$ cat src/rtl/burst_seq_pkg.sv
package burst_seq_pkg;
  localparam int unsigned OFS_W = 2;

  typedef enum logic {
    ORD_LINEAR     = 1'b0,
    ORD_INTERLEAVE = 1'b1
  } order_e;

  typedef logic [OFS_W-1:0] ofs_t;
endpackage

$ cat src/rtl/bas_capture.sv
module bas_capture #(
  parameter int unsigned ADDR_W = 18
) (
  input  logic              clk_i,
  input  logic              rst_ni,
  input  logic              load_i,
  input  logic [ADDR_W-1:0] addr_i,
  output logic [ADDR_W-1:0] base_o,
  output logic              valid_o
);
  always_ff @(posedge clk_i or negedge rst_ni) begin
    if (!rst_ni) begin
      base_o  <= '0;
      valid_o <= 1'b0;
    end else if (load_i) begin
      base_o  <= addr_i;
      valid_o <= 1'b1;
    end
  end
endmodule

$ cat src/rtl/bas_beat_ctr.sv
module bas_beat_ctr
  import burst_seq_pkg::*;
(
  input  logic clk_i,
  input  logic rst_ni,
  input  logic clr_i,
  input  logic step_i,
  output ofs_t beat_o
);
  always_ff @(posedge clk_i or negedge rst_ni) begin
    if (!rst_ni)     beat_o <= '0;
    else if (clr_i)  beat_o <= '0;
    else if (step_i) beat_o <= beat_o + ofs_t'(1);
  end
endmodule

$ cat src/rtl/bas_order_map.sv
module bas_order_map
  import burst_seq_pkg::*;
(
  input  ofs_t   start_i,
  input  ofs_t   beat_i,
  input  order_e order_i,
  output ofs_t   ofs_o
);
  ofs_t lin_ofs;
  ofs_t ilv_ofs;

  assign lin_ofs = start_i + beat_i;

  // bitwise interleave: each offset bit flips with the matching beat bit
  for (genvar b = 0; b < OFS_W; b++) begin : g_ilv
    assign ilv_ofs[b] = start_i[b] ^ beat_i[b];
  end

  always_comb begin
    unique case (order_i)
      ORD_INTERLEAVE: ofs_o = ilv_ofs;
      default:        ofs_o = lin_ofs;
    endcase
  end
endmodule

$ cat src/rtl/burst_addr_seq.sv
module burst_addr_seq
  import burst_seq_pkg::*;
#(
  parameter int unsigned ADDR_W = 18
) (
  input  logic              clk_i,
  input  logic              rst_ni,
  input  logic              cen_ni,
  input  logic              adv_ld_i,
  input  logic [ADDR_W-1:0] addr_i,
  input  logic              mode_i,
  output logic [ADDR_W-1:0] addr_o,
  output logic [1:0]        beat_o,
  output logic              valid_o,
  output logic              last_o
);
  localparam int unsigned HI_W = ADDR_W - OFS_W;

  logic              qual;
  logic              load;
  logic              step;
  logic [ADDR_W-1:0] base;
  ofs_t              beat;
  ofs_t              ofs;
  order_e            order;

  assign qual  = ~cen_ni;
  assign load  = qual & ~adv_ld_i;
  assign step  = qual & adv_ld_i & valid_o;
  assign order = order_e'(mode_i);

  bas_capture #(.ADDR_W(ADDR_W)) u_cap (
    .clk_i  (clk_i),
    .rst_ni (rst_ni),
    .load_i (load),
    .addr_i (addr_i),
    .base_o (base),
    .valid_o(valid_o)
  );

  bas_beat_ctr u_ctr (
    .clk_i  (clk_i),
    .rst_ni (rst_ni),
    .clr_i  (load),
    .step_i (step),
    .beat_o (beat)
  );

  bas_order_map u_map (
    .start_i(base[OFS_W-1:0]),
    .beat_i (beat),
    .order_i(order),
    .ofs_o  (ofs)
  );

  assign addr_o = {base[ADDR_W-1 -: HI_W], ofs};
  assign beat_o = beat;
  assign last_o = valid_o & (&beat);
endmodule

$ cat config.mk
export PLATFORM = sky130hd
export DESIGN_NAME = burst_addr_seq
export DESIGN_NICKNAME = d
export VERILOG_FILES = /design/src/rtl/burst_seq_pkg.sv /design/src/rtl/bas_capture.sv /design/src/rtl/bas_beat_ctr.sv /design/src/rtl/bas_order_map.sv /design/src/rtl/burst_addr_seq.sv
export SDC_FILE = /design/constraint.sdc
export NUM_CORES = 1
export LEC_CHECK = 0
export BUFFER_PORTS_ARGS = -buffer_cell sky130_fd_sc_hd__buf_2
export CAP_MARGIN = 30
export CORE_MARGIN = 5
export CORE_UTILIZATION = 35
export CTS_CLUSTER_DIAMETER = 80
export DETAILED_ROUTE_END_ITERATION = 6
export GPL_TIMING_DRIVEN = 0
export HOLD_SLACK_MARGIN = 0.1
export PLACE_DENSITY = 0.61
export SYNTH_ARGS = -nofsm -noshare
export SYNTH_HDL_FRONTEND = slang
export SYNTH_HIERARCHICAL = 1
export SYNTH_SLANG_ARGS = --single-unit
$ cat constraint.sdc
create_clock -name clk_i -period 1.4 [get_ports clk_i]
set_clock_uncertainty 0.1 [all_clocks]
set_input_delay 0.21 -clock clk_i [delete_from_list [all_inputs] [get_ports clk_i]]
set_output_delay 0.21 -clock clk_i [all_outputs]
set_load 0.02 [all_outputs]
Yosys cells after proc, flatten, opt, wreduce, memory -nomap -nowiden
Index checks and enable logic that the tools add are counted.

word-level totals
  output and inout bits = 22
  flip-flop bits (word level) = 21
  logic and storage cells = 18
  bits of input ports = 23

operators by class
  bitwise gates (word level) = 8
  muxes and demuxes = 3
  add/sub/neg operators = 2
  reductions and logical operators = 2

operators by type and width
  cell                   number
  $mux W2                3
  $and A1 B1 Y1          4
  $add A2 B1 Y2 const B  1
  $add A2 B2 Y2          1
  $not A1 Y1             2
  $reduce_and A2 Y1      1
  $reduce_bool A2 Y1     1
  $xor A1 B1 Y1          2

Depth between registers and ports, before layout
  word-level depth = 5
  mapped depth = 4
  gate-level depth less buffers = 3

Modules after synthesis
The synthesis kept the hierarchy.

modules (own cells, without submodules)
  module          area each (µm²)  times used  cells each  sequential area each (µm²)
  bas_capture     749.5            1           40          475.5
  bas_beat_ctr    88.8             1           7           50.0
  bas_order_map   36.3             1           4           0.0
  burst_addr_seq  18.8             1           3           0.0

Worst setup path before layout
Ideal clock, no wire load.

  path kind = register to output
  start = register u_ctr.beat_o[0]
  end = output addr_o[1]
  slack = -106 ps
  stages on the path, launching flop included = 4
  buffers on the path = 0
  required time = 1090 ps
  arrival = 1196 ps
  cell sequence = dfrtp_1 -> ha_1 -> nor2b_1 -> xnor2_1

on the way
  longest elaborated chain between the ends = 2

ends and longest elaborated chain
  item                    line                  source
  from (decl)             bas_beat_ctr.sv:8     output ofs_t beat_o
  from (signal assigned)  bas_beat_ctr.sv:13    else if (step_i) beat_o <= beat_o + ofs_t'(1);
  $add A2 B2 Y2           bas_order_map.sv:12   assign lin_ofs = start_i + beat_i;
  $mux W2                 bas_order_map.sv:20   unique case (order_i)
  to (decl)               burst_addr_seq.sv:12  output logic [ADDR_W-1:0] addr_o,

Every way passes these cells.

Final worst setup path
  start = register u_cap.base_o[0]
  end = output addr_o[1]

on the way
  longest elaborated chain between the ends = 2

ends and longest elaborated chain
  item                    line                 source
  from (decl)             bas_capture.sv:8     output logic [ADDR_W-1:0] base_o,
  from (signal assigned)  bas_capture.sv:16    base_o <= addr_i;
  $add A2 B2 Y2           bas_order_map.sv:12
  $mux W2                 bas_order_map.sv:20

Every way passes these cells.

==> results list <==
- The number of hold violations in the final report was 0.
* Total Nets Final: 149
- Multiplexer share of the synthesized area: 0.265
* Post-synthesis sequential area ratio: 0.588
* Kind of start point of the critical path: flop
* Instance count of the mapped netlist: 54
* Leakage power: 0.000702 uW
- Of the total power, the share spent switching nets is 0.308.
- Summed over all nets, the switching power comes to 510 uW.
- Number of flops mapped to enable cells by yosys: 0
- Number of antenna violations at the first check in global routing: 0
- CTS built an H-tree with a depth of 1.
- For this configuration, the core starts out at a cell density of 0.364.
- For the worst-skew pair, the clock arrives at the later sink with an insertion delay of 290 ps.
* Number of endpoints failing setup at the final stage: 3
- Die extent in x: 60.5 microns
* Endpoint type of the worst setup path: output port
- The critical path in this run is classified as reg -> out.
* Worst reg2reg startpoint: u_ctr/beat_o[0]$_DFFE_PN0P_
- Summing every instance area after synthesis gives 893 sq um.
- Height of the chip: 60.5 microns
- The tool flagged a number of max-cap violations equal to 0.
- Count of unresolved DRC violations after routing: 0
* Routed wire length: 2.11 mm
* Peak supply drop: 772 uV
- During synthesis, Yosys emitted a total of 6 warnings.
- Proportion of register bits with asynchronous set or reset after synthesis: 1.00
- The longest clock path from root to sink contains 2 buffers.
- DIE AREA: 3660 sq um
- Internal power comes to 1150 uW.
* Reg clk slew, reported paths: 110 ps
- Yosys mapped the design onto 15 distinct sky130hd cell types.
- In this run the tool buffered the top-level ports with 44 buffer cells.
- Overall track demand over capacity in global routing: 0.121
- Ratio of cells with drive above 1 in the final layout: 0.613
- The area fraction in compound gates after synthesis came to 0.0210.
- Post-synthesis share of cell area spent on full adders, half adders and majority gates: 0.0140
- Summed over all failing endpoints, the final setup total negative slack is -348 ps.
- Detailed placement finished with a half-perimeter wire length of 1.31 mm.
- 0 antenna diodes ended up in the layout.
- Total number of placement rows: 18
* Post-synthesis area per instance: 16.5 sq um
* Fmax: 637 MHz
- The core region is 2450 sq um.
- The pre-antenna-repair detailed-routing pass consisted of 3 iterations.
* Root buffer cell: clkbuf_4
* Filler cell count in the final layout: 211
- Largest net degree at the start of global routing: 22
- Synth area leader: dfrtp_1
- Largest fanout of any net on the critical path: 2
- Global-route wire length before repair: 3.24 mm
- Of the total synthesized cell area, the portion taken by XOR and XNOR cells is 0.0294.
- In this run the most critical hold path is launched from cen_ni.
- Once routing completed, OpenROAD measured the worst setup slack at -169 ps.
* Relative area change from synthesis to final layout: 61.8%
- Antenna violation net count after detailed routing: 0
- Slew Viols, Final: 0
* Most used standard cell by instance count after synthesis: dfrtp_1
* Yosys top cell area share: 0.588
- In this run the power density over the cells is 1150 nW/um^2.
- Outcome: complete, but fails checks
- The commonest cells after synthesis are dfrtp_1, mux2_2, mux2_4, xnor2_1, nor2_1.
- After synthesis, the largest family of logic cells by area is multiplexers.
* CTS Sinks: 21
- Violations in the final reports: setup timing
- Pin placement for this block handled 45 I/O pins.
- Worst relative slew slack: 0.702
- Sequential power share: 0.453
- Number of DRC markers after the initial detailed-route iteration: 5
* Fin area: 1450 sq um
- Share of total power in combinational logic: 0.382
- The routed design could run at a clock period as short as 1570 ps.
- Source of the critical timing path: u_cap/base_o[0]$_DFFE_PN0P_
* Total power after layout: 1660 uW
- DR vias: 672
* Placer Congestion: 0.580
- Syn_nets: 78
* Cell types with the largest area share after synthesis: dfrtp_1, mux2_4, mux2_2
- Most frequently used flop master after synthesis: dfrtp_1
- Via count of the first global-routing pass: 681
* Clk pwr share: 0.166
* Seq cells post-synth: 21
* CP Data Arrival Time: 1260 ps
- Total clock buffers created by CTS: 3
- The total overflow left after global routing is 0.
* Worst Max-Slew Pin Slew: 447 ps
- Post-DR wirelength/cell: 13.7 microns
- Cell area after placement: 1160 sq um
- TritonCTS clock tree: yes
* Tcrit/Tclk final: 1.12
- Simple logic cell fraction of the synthesized area: 0.0476
- Via-per-instance ratio: 4.36
- RSZ-0062 raised after global routing: yes
* Slack of the worst reg-to-reg path: 170 ps
- Worst hold path type: in -> reg
- For the worst setup path, the data required time is 1090 ps.
routing by layer:
| layer | routed length, microns | track usage | vias to the layer above |
|---|---|---|---|
| li1 | - | - | 329 |
| met1 | 816 | 0.153 | 320 |
| met2 | 1130 | 0.205 | 21 |
| met3 | 152 | 0.0319 | 2 |
| met4 | 13 | 0.0372 | 0 |
| met5 | 0 | 0 | - |
power by group through the flow:
stage	logic [uW]	registers [uW]	clock network [uW]
detailed placement	495	763	0
floorplan	224	862	0
global route	670	765	324
CTS	592	748	289
finish	632	749	274
global placement	486	760	0
cell families after synthesis:
group / count (synthesis)
flops: 21
mux: 18
simple gates: 7
xor+xnor: 3
compound gates: 2
buf+inv: 2
fa+ha+maj: 1
worst max-delay path: stages (launching register included):
cell and delay (ps):
dfrtp_1 400, ha_2 180, nor2b_4 120, xnor2_2 110
buf_4 160
final timing paths:
check                                                     to  depth (start not counted)
worst min-delay path             u_ctr/beat_o[1]$_DFFE_PN0P_                          3
worst max-delay path                               addr_o[1]                          4
max in group asynchronous        u_cap/base_o[0]$_DFFE_PN0P_                          2
worst min register to register  u_cap/base_o[12]$_DFFE_PN0P_                          1
min in group asynchronous       u_cap/base_o[10]$_DFFE_PN0P_                          2
worst max register to register   u_ctr/beat_o[1]$_DFFE_PN0P_                          5
registers in the layout, summed over array words and instances (netlist names):
| name | count |
|---|---|
| u_ctr/beat_o | 2 |
| u_cap/valid_o | 1 |
| u_cap/base_o | 18 |
area by class of cell:
| type | count | area [sq um] | share of cell area |
|---|---|---|---|
| Sequential cell | 21 | 526 | 0.364 |
| Timing Repair Buffer | 66 | 458 | 0.317 |
| Multi-Input combinational cell | 31 | 367 | 0.254 |
| Tap cell | 30 | 37.5 | 0.0260 |
| Buffer | 2 | 31.3 | 0.0216 |
| Clock buffer | 4 | 26.3 | 0.0182 |
cell usage in the layout (no fill, tap or decap), types with 2 or more instances in the layout:
master	count
mux2_2	9
dfrtp_1	21
buf_4	3
buf_6	5
nor2_1	2
mux2_4	9
clkbuf_4	3
buf_2	40
xnor2_2	2
dlygate4sd3_1	19
repair_timing:
item / in CTS / in global routing
setup buffers: 1 / 2
resized for setup: 7 / 6
hold endpoints to repair: 39 / 0
hold buffers: 19 / 0
gates cloned: 0 / 0
endpoints found under the setup margin: 3 / 3
per-stage QoR:
step	hold WS [ps]	utilization	cells	worst slack [ps]
after floorplan	-186	-	54	4.52
after global placement	87.5	0.472	128	-41.7
after detailed placement	85.8	0.472	128	-43.0
after CTS	103	0.574	152	-180
after global routing	114	0.589	154	-233
final	111	0.589	154	-169
(Power assumes the default switching activity.)
